$ cat src/rtl/loc_irq_pkg.sv
package loc_irq_pkg;

   localparam int REG_W   = 32;
   localparam int NUM_SRC = 4;
   localparam int GEN_BIT = 31;

   // status / enable bit positions for each source
   localparam int BIT_DRDY = 0;
   localparam int BIT_SVAL = 1;
   localparam int BIT_LCHG = 2;
   localparam int BIT_CRDY = 7;

   localparam logic [REG_W-1:0] SRC_MASK = (REG_W'(1) << BIT_DRDY) | (REG_W'(1) << BIT_SVAL)
                                         | (REG_W'(1) << BIT_LCHG) | (REG_W'(1) << BIT_CRDY);
   localparam logic [REG_W-1:0] POL_MASK = REG_W'(32'h0000_0018);
   localparam logic [REG_W-1:0] EN_KEEP  = SRC_MASK | POL_MASK | (REG_W'(1) << GEN_BIT);
   localparam logic [REG_W-1:0] EN_RST   = REG_W'(32'h0000_0008);

   typedef enum logic [1:0] {
      SEL_EN  = 2'd0,
      SEL_ST  = 2'd1,
      SEL_VEC = 2'd2,
      SEL_RSV = 2'd3
   } reg_sel_e;

   function automatic logic [REG_W-1:0] src_to_bits(input logic [NUM_SRC-1:0] s);
      logic [REG_W-1:0] r;
      r = '0;
      r[BIT_DRDY] = s[0];
      r[BIT_SVAL] = s[1];
      r[BIT_LCHG] = s[2];
      r[BIT_CRDY] = s[3];
      return r;
   endfunction

endpackage

$ cat src/rtl/lic_evt_route.sv
module lic_evt_route
   import loc_irq_pkg::*;
#(
   parameter int NUM_LOC = 5,
   parameter int LOC_W   = 3
) (
   input  logic                             clk_i,
   input  logic                             rst_ni,
   input  logic [NUM_SRC-1:0]               evt_i,
   input  logic [LOC_W-1:0]                 evt_loc_i,
   output logic [NUM_LOC-1:0][REG_W-1:0]    evt_bits_o
);

   logic [REG_W-1:0] raw_bits;
   logic             loc_ok;

   assign raw_bits = src_to_bits(evt_i);
   assign loc_ok   = (evt_loc_i < LOC_W'(NUM_LOC));

   for (genvar g = 0; g < NUM_LOC; g++) begin : g_route
      assign evt_bits_o[g] = (loc_ok && evt_loc_i == LOC_W'(g)) ? raw_bits : '0;


      bad_loc_chk: assert property (@(posedge clk_i) disable iff (!rst_ni)
         (evt_loc_i >= LOC_W'(NUM_LOC)) |-> (evt_bits_o[g] == '0));


      other_loc_chk: assert property (@(posedge clk_i) disable iff (!rst_ni)
         (evt_loc_i != LOC_W'(g)) |-> (evt_bits_o[g] == '0));
   end

endmodule

$ cat src/rtl/lic_loc_slot.sv
module lic_loc_slot
   import loc_irq_pkg::*;
(
   input  logic             clk_i,
   input  logic             rst_ni,
   input  logic             en_wr_i,
   input  logic             st_wr_i,
   input  logic [REG_W-1:0] wmask_i,
   input  logic [REG_W-1:0] wdata_i,
   input  logic [REG_W-1:0] evt_bits_i,
   output logic [REG_W-1:0] en_o,
   output logic [REG_W-1:0] st_o,
   output logic             latch_any_o,
   output logic             drop_o
);

   logic [REG_W-1:0] en_q, st_q;
   logic [REG_W-1:0] latch, clr, st_nxt, en_nxt;

   always_comb begin
      latch  = en_q[GEN_BIT] ? (evt_bits_i & en_q & SRC_MASK) : '0;
      clr    = st_wr_i ? (wdata_i & wmask_i & SRC_MASK) : '0;
      st_nxt = (st_q & ~clr) | latch;
      en_nxt = en_wr_i ? ((en_q & ~wmask_i) | (wdata_i & wmask_i & EN_KEEP)) : en_q;
   end

   assign latch_any_o = |latch;
   assign drop_o      = st_wr_i && (clr != '0) && (st_q != '0) && (st_nxt == '0);

   always_ff @(posedge clk_i) begin
      if (!rst_ni) begin
         en_q <= EN_RST;
         st_q <= '0;
      end else begin
         en_q <= en_nxt;
         st_q <= st_nxt;
      end
   end

   assign en_o = en_q;
   assign st_o = st_q;


   en_hold_chk: assert property (@(posedge clk_i) disable iff (!rst_ni)
      !en_wr_i |=> $stable(en_q));


   st_gain_chk: assert property (@(posedge clk_i) disable iff (!rst_ni)
      1'b1 |=> ((st_q & ~$past(st_q) & ~($past(en_q[GEN_BIT]) ? $past(en_q) : '0)) == '0));


   en_keep_chk: assert property (@(posedge clk_i) disable iff (!rst_ni)
      en_wr_i |=> ((en_q & ~EN_KEEP) == '0));

endmodule

$ cat src/rtl/lic_line.sv
module lic_line #(
   parameter int NUM_LOC = 5
) (
   input  logic               clk_i,
   input  logic               rst_ni,
   input  logic [NUM_LOC-1:0] latch_i,
   input  logic [NUM_LOC-1:0] drop_i,
   output logic               irq_o
);

   logic irq_q, drop_any, latch_any;

   assign latch_any = |latch_i;
   assign drop_any  = |drop_i;

   always_ff @(posedge clk_i) begin
      if (!rst_ni)        irq_q <= 1'b0;
      else if (latch_any) irq_q <= 1'b1;
      else if (drop_any)  irq_q <= 1'b0;
   end

   assign irq_o = irq_q;


   irq_rise_chk: assert property (@(posedge clk_i) disable iff (!rst_ni)
      latch_any |=> irq_o);


   irq_fall_chk: assert property (@(posedge clk_i) disable iff (!rst_ni)
      $fell(irq_o) |-> $past(drop_any));

endmodule

$ cat src/rtl/loc_irq_ctrl.sv
module loc_irq_ctrl
   import loc_irq_pkg::*;
#(
   parameter int NUM_LOC = 5,
   parameter int LOC_W   = 3,
   parameter int IRQ_NUM = 10
) (
   input  logic               clk_i,
   input  logic               rst_ni,
   input  logic [LOC_W-1:0]   act_loc_i,
   input  logic [3:0]         evt_i,
   input  logic [LOC_W-1:0]   evt_loc_i,
   input  logic               wr_i,
   input  logic [LOC_W-1:0]   acc_loc_i,
   input  logic [1:0]         sel_i,
   input  logic [3:0]         be_i,
   input  logic [31:0]        wdata_i,
   output logic [31:0]        rdata_o,
   output logic               irq_o
);

   localparam int NBYTE = REG_W / 8;

   if (IRQ_NUM < 0 || IRQ_NUM > 15) begin : g_bad_vec
      $error("IRQ_NUM must lie in 0..15");
   end
   if (NUM_LOC < 1 || NUM_LOC >= (1 << LOC_W)) begin : g_bad_loc
      $error("NUM_LOC must leave at least one unused locality code");
   end
   if (NBYTE != 4) begin : g_bad_w
      $error("register width must be four bytes");
   end

   logic [NUM_LOC-1:0][REG_W-1:0] evt_bits;
   logic [REG_W-1:0]              en_w [NUM_LOC];
   logic [REG_W-1:0]              st_w [NUM_LOC];
   logic [NUM_LOC-1:0]            latch_v, drop_v;
   logic [REG_W-1:0]              wmask;
   logic                          acc_ok;
   reg_sel_e                      sel;

   assign sel    = reg_sel_e'(sel_i);
   assign acc_ok = (acc_loc_i < LOC_W'(NUM_LOC)) && (acc_loc_i == act_loc_i);

   for (genvar b = 0; b < NBYTE; b++) begin : g_mask
      assign wmask[8*b +: 8] = {8{be_i[b]}};
   end

   lic_evt_route #(.NUM_LOC(NUM_LOC), .LOC_W(LOC_W)) i_route (
      .clk_i      (clk_i),
      .rst_ni     (rst_ni),
      .evt_i      (evt_i),
      .evt_loc_i  (evt_loc_i),
      .evt_bits_o (evt_bits)
   );

   for (genvar g = 0; g < NUM_LOC; g++) begin : g_slot
      logic hit;
      assign hit = wr_i && acc_ok && (acc_loc_i == LOC_W'(g));

      lic_loc_slot i_slot (
         .clk_i       (clk_i),
         .rst_ni      (rst_ni),
         .en_wr_i     (hit && sel == SEL_EN),
         .st_wr_i     (hit && sel == SEL_ST),
         .wmask_i     (wmask),
         .wdata_i     (wdata_i),
         .evt_bits_i  (evt_bits[g]),
         .en_o        (en_w[g]),
         .st_o        (st_w[g]),
         .latch_any_o (latch_v[g]),
         .drop_o      (drop_v[g])
      );
   end

   lic_line #(.NUM_LOC(NUM_LOC)) i_line (
      .clk_i   (clk_i),
      .rst_ni  (rst_ni),
      .latch_i (latch_v),
      .drop_i  (drop_v),
      .irq_o   (irq_o)
   );

   always_comb begin
      rdata_o = '0;
      for (int g = 0; g < NUM_LOC; g++) begin
         if (acc_loc_i == LOC_W'(g)) begin
            unique case (sel)
               SEL_EN:  rdata_o = en_w[g];
               SEL_ST:  rdata_o = st_w[g];
               SEL_VEC: rdata_o = REG_W'(IRQ_NUM);
               default: rdata_o = '0;
            endcase
         end
      end
   end


   inactive_st_chk: assert property (@(posedge clk_i) disable iff (!rst_ni)
      (wr_i && !acc_ok) |-> (drop_v == '0));

endmodule

$ cat config.mk
export PLATFORM = sky130hd
export DESIGN_NAME = loc_irq_ctrl
export DESIGN_NICKNAME = d
export VERILOG_FILES = /design/src/rtl/loc_irq_pkg.sv /design/src/rtl/lic_evt_route.sv /design/src/rtl/lic_loc_slot.sv /design/src/rtl/lic_line.sv /design/src/rtl/loc_irq_ctrl.sv
export SDC_FILE = /design/constraint.sdc
export NUM_CORES = 1
export LEC_CHECK = 0
export BUFFER_PORTS_ARGS = -buffer_cell sky130_fd_sc_hd__buf_2
export CAP_MARGIN = 20
export CORE_ASPECT_RATIO = 1.4
export CORE_MARGIN = 1.5
export CORE_UTILIZATION = 30
export CTS_CLUSTER_SIZE = 8
export DETAILED_ROUTE_END_ITERATION = 10
export HOLD_SLACK_MARGIN = 0.05
export SLEW_MARGIN = 20
export SYNTH_ARGS = -nofsm -noshare
export SYNTH_HDL_FRONTEND = slang
export SYNTH_HIERARCHICAL = 1
export SYNTH_SLANG_ARGS = --single-unit
$ cat constraint.sdc
create_clock -name clk_i -period 6.75 [get_ports clk_i]
set_clock_uncertainty 0.05 [all_clocks]
set_input_delay 1.6875 -clock clk_i [delete_from_list [all_inputs] [get_ports clk_i]]
set_output_delay 1.6875 -clock clk_i [all_outputs]
set_load 0.01 [all_outputs]
---- After elaboration in Yosys (flattened, before gate mapping) ----
Index checks and enable logic that the tools add are counted.
storage, ports and cells
  bits in registers ....................... 321
  output and inout port bits .............. 33
operators by class
  magnitude comparators ................... 2
  equal/unequal tests ..................... 11
  multiplexer cells ....................... 27
  bitwise logic cells ..................... 32
  reduce and logical (&&, ||, !) cells .... 58
operators by type and width
  cell                                                             number
  32-bit one-hot mux with 3 select lines                           5
  32-bit AND                                                       11
  32-bit OR                                                        10
  32-bit nonzero test                                              10
  32-bit inverter                                                  6
  32-bit logical NOT                                               5
  32-bit two-way mux                                               5
  160-bit OR reduction                                             1
  8-bit two-way mux                                                15
  8-bit AND                                                        5
  1-bit logical AND                                                37
  3-bit by 2-bit == test with 1-bit output, second input constant  4
  3-bit by 1-bit == test with 1-bit output, second input constant  2
  3-bit == test, second input constant                             2
  3-bit logical NOT                                                2
  3-bit < comparator, second input constant                        2
  5-bit OR reduction                                               1
  3-bit == test                                                    1
  2-bit by 1-bit == test with 1-bit output, second input constant  1
  2-bit == test, second input constant                             1
  2-bit logical NOT                                                1
  1-bit two-way mux                                                2
  2-bit nonzero test                                               1

---- Longest topological paths before layout ----
Gate-level depths: netlist (run 1).
  depth after elaboration ................. 14
  gate-level depth with buffers ........... 11
  mapped depth without buffers ............ 10

---- By module ----
The synthesis (run 1) kept the hierarchy.
by module, submodules not included
  module         instances  cells an instance  area each (um2)  seq. area each (um2)
  lic_loc_slot   5          173                1495.2           720.7
  loc_irq_ctrl   1          343                2803.9           0.0
  lic_evt_route  1          167                1357.6           0.0
  lic_line       1          5                  51.3             20.0

---- Worst setup path after synthesis (run 1) ----
OpenSTA, ideal clock, no wires.
  kind .................................... input-to-output
  start point ............................. input sel_i[0]
  end point ............................... output rdata_o[10]
  arrival time ............................ 2893 ps
  data required time ...................... 5012 ps
  slack ................................... 2120 ps
  cell stages on the path ................. 4
  path through ............................ buf_2 > clkbuf_1 > mux2_2 > a211o_1
on the way
  longest elaborated chain between the ends .. 7
  elaborated cells between the ends (all ways) .. 13
  classes of those cells .................. 2 x eq/ne; 10 x mux; 1 x reduce/logical
RTL lines
  element                                      RTL line            text
  start: declaration                           loc_irq_ctrl.sv:15  input logic [1:0] sel_i,
  2-bit == test, or another cell as far along  loc_irq_ctrl.sv:88  unique case (sel)
  32-bit one-hot mux with 3 select lines       loc_irq_ctrl.sv:88
  32-bit two-way mux (4 in a row)              loc_irq_ctrl.sv:87  if (acc_loc_i == LOC_W'(g)) begin
  32-bit two-way mux *                         loc_irq_ctrl.sv:87
  end: declaration                             loc_irq_ctrl.sv:18  output logic [31:0] rdata_o,
Mark *: on every way between the ends. The rest lies on a longest branch, timed or not.

---- Worst setup path in the final report (run 1) ----
  start point ............................. input acc_loc_i[1]
  end point ............................... output rdata_o[2]
on the way
  longest elaborated chain between the ends .. 6
  elaborated cells between the ends (all ways) .. 10
  classes of those cells .................. 4 x eq/ne; 5 x mux; 1 x reduce/logical
RTL lines
  element                          RTL line            text
  start: declaration               loc_irq_ctrl.sv:14  input logic [LOC_W-1:0] acc_loc_i,
  3-bit logical NOT                loc_irq_ctrl.sv:87
  32-bit two-way mux (4 in a row)  loc_irq_ctrl.sv:87
  32-bit two-way mux *             loc_irq_ctrl.sv:87
Marked as above.

==> results of run 1 <==
==> cell usage in the layout, fill, tap and decap left out, types with 4 or more instances in the layout <==
cell and instances:
inv_1 7, a222oi_1 5, buf_2 59, a211o_1 30, clkbuf_16 17, conb_1 140, a21oi_1 132, mux2i_1 139
mux2_2 29, a21boi_0 10, o2bb2ai_1 8, nor4_1 5, a2bb2oi_1 20, and4b_1 4, and4bb_2 17, a22o_1 10
buf_4 14, dfxtp_1 181, nand3_1 40, a41oi_1 5, o22ai_1 59, nor2b_1 44, nand2_1 207, o21ai_0 7
nor2_1 15
==> power groups by stage <==
stage / Sequential, mW / Clock (mW) / Combinational (mW)
4_1_cts: 1.07 / 1.04 / 0.217
6_report: 1.07 / 1.01 / 0.216
3_3_place_gp: 1.09 / 0 / 0.215
5_1_grt: 1.07 / 1.08 / 0.236
2_1_floorplan: 1.09 / 0 / 0.205
3_5_place_dp: 1.09 / 0 / 0.216
==> metal layers <==
layer  track usage (%)  share of wire (%)  vias up
li1                  -                  -     4139
met1              18.2                 44     3928
met2              25.3                 49      182
met3              2.74                4.4       40
met4              5.98                2.2        2
met5                 0              0.048        -
==> worst reg2reg max path, stage by stage, from the launching register on <==
cell      delay (ns)
dfxtp_1         0.41
nand2_1         0.11
a41oi_1         0.29
and4bb_2        0.26
or4b_1          0.52
nor3_1          0.15
o31a_1          0.13
==> stage by stage <==
step | power [mW] | worst slack [ns]
finish | 2.29 | 1.15
detailed placement | 1.31 | 1.18
CTS | 2.32 | 1.17
global route | 2.39 | 1.07
global placement | 1.31 | 1.12
floorplan | 1.30 | 2.12
==> layout make-up <==
| type | instances | share of cell area [%] |
|---|---|---|
| Sequential cell | 181 | 32.2 |
| Clock inverter | 10 | 1.09 |
| Timing Repair Buffer | 75 | 3.86 |
| Multi-Input combinational cell | 959 | 53.5 |
| Clock buffer | 21 | 4.09 |
| Inverter | 7 | 0.233 |
| Tap cell | 456 | 5.07 |
==> how the worst max path moves through the flow <==
stage / from / to / cells past startpoint
2_1_floorplan: sel_i[0] / rdata_o[10] / 4
3_3_place_gp: acc_loc_i[1] / rdata_o[2] / 6
3_5_place_dp: acc_loc_i[1] / rdata_o[2] / 6
4_1_cts: acc_loc_i[1] / rdata_o[2] / 6
5_1_grt: acc_loc_i[1] / rdata_o[2] / 6
6_report: acc_loc_i[1] / rdata_o[2] / 6
==> results.yml, run 1 <==
outcome:
  status: "complete, no violations"
sta:
  tns_ns: 0
  hold_viol: 0
  whs_ns: 0.379
  slew-limit-headroom_pct: 35.0
  slew_violations: 0
  finalCritPeriodShare_pct: 83.0
  worstMarginPinSlew_ns: 0.974
  min_period_ns: 5.60
  fmaxAchievable_mhz: 178
  setup_violations: 0
  grt_setup_unrepaired: "no"
worst_setup_path:
  critPathTopFamily: "simple AND/OR/NAND/NOR gates"
  crit_slowest_cell: "nand2_2"
  worst_ep_required_time_ns: 5.01
  crit_top_cell: "buf_2"
  critPathKind: "primary input to output pin"
  max_stage_delay_ns: 0.64
  critPathBufInv: 2
  worstPathArrival_ns: 3.87
  rr_worst_depth: 6
  worstPathCellList: "buf_2, nor2b_1, nand2_2, o22ai_1, a211o_1, buf_2"
  worstReg2RegEnd: "i_line/irq_o$_SDFFE_PN0P_"
  end_kind: "output pin"
  ff2ff_setup_slack_ns: 4.78
  crit_path_start_kind: "primary input"
  crit_fanout: 29
finish:
  seqCellArea_sq_um: 3620
  final_util_pct: 32.2
  nNetsFinal: 1295
  areaGrowthSynthToFinish_pct: 5.91
  final.fill_count: 3664
  final_area_sq_um: 11300
  drive_gt1_share_pct: 13.4
  stdcell_count: 1709
  num_antenna_cells: 0
  multi_input_area_sq_um: 6020
clock_network:
  cts-buffers-inserted: 17
  cts_tree: "built"
  cts.sinks: 181
  htree_levels: 4
  holdBufCountCts: 0
  root_buffer: "clkbuf_16"
  clk_latency_ns: 0.44
  cts_resized: 0
  cts_setup_buffers: 0
  clk_pin_slew_worst_paths_ns: 0.07
  cts_buffer_depth: 2
worst_hold_path:
  hold_end: "g_slot[4].i_slot/en_o[10]$_SDFFE_PN0P_"
  whs_path_depth: 2
  hp-class: "flip-flop to flip-flop"
  hp-start: "g_slot[4].i_slot/en_o[10]$_SDFFE_PN0P_"
grt:
  grt_pass1_vias: 7771
  grt_util_all_layers_pct: 14.8
  antenna_found_initial: 1
  grt_pass1_wl_microns: 42300
  grt_max_degree: 81
  grt-ovfl-total: 0
yosys:
  mappedNetlistArea_sq_um: 10600
  synth_area_per_cell_sq_um: 8.58
  synthCells: 1239
  yosysWarnings: 6
power:
  p_switching_mw: 0.580
  power_density_nw_per_um2: 204
  clkPwrFrac_pct: 44.0
  ir_drop_mv: 0.193
  cellLeakagePower_nw: 4.76
  pwr-share-seq_pct: 46.6
  pwr-share-comb_pct: 9.4
  intPower_mw: 1.71
  sw_frac_of_total_pct: 25.3
route:
  routed_wl_microns: 27000
  post_drt_wl_per_cell_microns: 15.8
  dr.pass1.iters: 5
  drt_iter0_markers: 648
  viasPerCell: 4.85
  route.vias.total: 8291
  drc_errors: 0
  ant_nets: 0
die:
  core_area_sq_um: 35000
  num_rows: 81
  ios: 87
  start_util_pct: 30.4
  die_h_microns: 226
  die-area_sq_um: 36600
  die_x_microns: 162
place:
  dp_hpwl_microns: 16300
  gp_congestion: 0.849
  port_buffers: 61
  dp_cells: 1678
  postPlaceCellArea_sq_um: 10700
run:
  cap_viol_max_count: 0
Note: power is estimated with default switching activity, not from simulation.
==> run 2, diff against run 1 <==
==> constraint.sdc (replaced) <==
create_clock -name clk_i -period 5.9 [get_ports clk_i]
set_clock_uncertainty 0.05 [all_clocks]
set_input_delay 1.475 -clock clk_i [delete_from_list [all_inputs] [get_ports clk_i]]
set_output_delay 1.475 -clock clk_i [all_outputs]
set_load 0.01 [all_outputs]
==> run 2 against run 1 <==
Effect of this change: register-to-register slack got worse by 0.87 ns; global-route usage rose by 0.58 points; clock-buffer cell count fell by 4; flip-flop and latch count did not move; sequential power rose by 14%; design area rose by 0.93%; critical path depth rose by 1; cell count rose by 0.23%; core utilization rose by 0.30 points; die area did not move; critical path type unchanged; largest power group is now clock.
==> results.yml, run 2 (same netlist as run 1, synthesis figures left out) <==
worst_setup_path:
  critPathKind: "primary input to output pin"
  critPathTopFamily: "simple AND/OR/NAND/NOR gates"
  worstPathCellList: "buf_2, nor2b_1, nand2_1, buf_4, o22ai_1, a211o_1, buf_2"
  critPathBufInv: 3
  crit_fanout: 23
  crit_path_start_kind: "primary input"
  crit_top_cell: "buf_2"
  worstPathArrival_ns: 3.49
  max_stage_delay_ns: 0.48
  worst_ep_required_time_ns: 4.38
  crit_slowest_cell: "nor2b_1"
  end_kind: "output pin"
sta:
  min_period_ns: 5.01
  whs_ns: 0.379
  slew-limit-headroom_pct: 41.5
  finalCritPeriodShare_pct: 84.9
  grt_setup_unrepaired: "no"
  slew_violations: 0
  setup_violations: 0
  fmaxAchievable_mhz: 200
  tns_ns: 0
  worstMarginPinSlew_ns: 0.878
  hold_viol: 0
power:
  power_density_nw_per_um2: 242
  cellLeakagePower_nw: 4.81
  total_power_mw: 2.75
  ir_drop_mv: 0.222
  pwr-share-comb_pct: 9.2
  p_switching_mw: 0.712
  sw_frac_of_total_pct: 25.8
  pwr-share-seq_pct: 44.3
  clkPwrFrac_pct: 46.5
  intPower_mw: 2.04
route:
  route.vias.total: 8380
  viasPerCell: 4.89
  routed_wl_microns: 27500
  ant_nets: 0
  dr.pass1.iters: 5
  drt_iter0_markers: 628
  drc_errors: 0
  post_drt_wl_per_cell_microns: 16.1
place:
  gp_congestion: 0.843
  dp_cells: 1680
  port_buffers: 61
  dp_hpwl_microns: 16800
clock_network:
  cts-buffers-inserted: 17
  cts_setup_buffers: 0
  cts_buffer_depth: 2
  clk_pin_slew_worst_paths_ns: 0.07
  clk_latency_ns: 0.45
  root_buffer: "clkbuf_16"
  htree_levels: 4
  cts_resized: 0
  cts.sinks: 181
  holdBufCountCts: 0
  cts_tree: "built"
finish:
  areaGrowthSynthToFinish_pct: 6.90
  stdcell_count: 1713
  drive_gt1_share_pct: 13.8
  final_common_cell: "nand2_1"
  final_util_pct: 32.5
  final_cell_mix: "nand2_1, dfxtp_1, conb_1"
  nNetsFinal: 1297
die:
  die_x_microns: 162
  num_rows: 81
  core_area_sq_um: 35000
  die-area_sq_um: 36600
  die_h_microns: 226
  ios: 87
  start_util_pct: 30.4
grt:
  grt_pass1_vias: 8058
  grt_max_degree: 88
  grt_pass1_wl_microns: 44200
  grt-ovfl-total: 0
  grt_util_all_layers_pct: 15.4
  antenna_found_initial: 2
worst_hold_path:
  hp-class: "flip-flop to flip-flop"
outcome:
  status: "complete, no violations"
run:
  cap_viol_max_count: 0
-- run 2: cell types whose count changed in the layout (fill, tap and decap cells not counted), sizes merged --
cell	delta
clkinvlp	-2
clkbuf	-4
buf	+2
diode	+1
inv	+5
bufinv	+2
-- run 2: stage by stage --
step / worst slack (ns) / instance area, sq um
floorplan: 1.69 / 11100
global placement: 0.854 / 10700
detailed placement: 0.875 / 10700
CTS: 0.854 / 11400
global route: 0.757 / 11400
finish: 0.888 / 11400
-- run 2: routing by layer --
layer	up-vias	share of wire [%]	global-route usage [%]
met5	-	0.051	0
met4	2	2.7	6.33
met3	46	4.8	2.88
met2	188	49	26.4
met1	4008	43	18.7
li1	4136	-	-
-- run 2: final timing paths --
kind / end / slack, ns / startpoint / cells past startpoint
setup reg to reg: i_line/irq_o$_SDFFE_PN0P_ / 3.91 / flip-flop / 6
hold / removal: g_slot[2].i_slot/en_o[5]$_SDFFE_PN0P_ / 0.38 / g_slot[2].i_slot/en_o[5]$_SDFFE_PN0P_ / 2
hold reg to reg: g_slot[2].i_slot/en_o[5]$_SDFFE_PN0P_ / 0.38 / g_slot[2].i_slot/en_o[5]$_SDFFE_PN0P_ / 2
setup / recovery: rdata_o[23] / 0.89 / acc_loc_i[1] / 7
-- run 2: cell type report --
class,instances,area [sq um]
fillers,3640,23600
well taps,456,571
multi-input cells,959,6020
flip-flops and latches,181,3620
clock inverters,15,233
repair buffers,77,462
clock buffers,17,425
inverters,7,26.3
diodes,1,2.50
-- run 2: worst min-delay path: cells and delay by family, from the launching register on --
family,cells,cell delay [ns]
AO/OA/AOI/OAI,1,0.03
flip-flops,1,0.31
AND/OR/NAND/NOR,1,0.05
-- run 2: power by group through the flow --
stage,logic [mW],clock network (mW),registers [mW]
floorplan,0.234,0,1.25
global placement,0.250,0,1.25
detailed placement,0.252,0,1.25
CTS,0.253,1.31,1.22
global route,0.276,1.36,1.22
finish,0.252,1.28,1.22
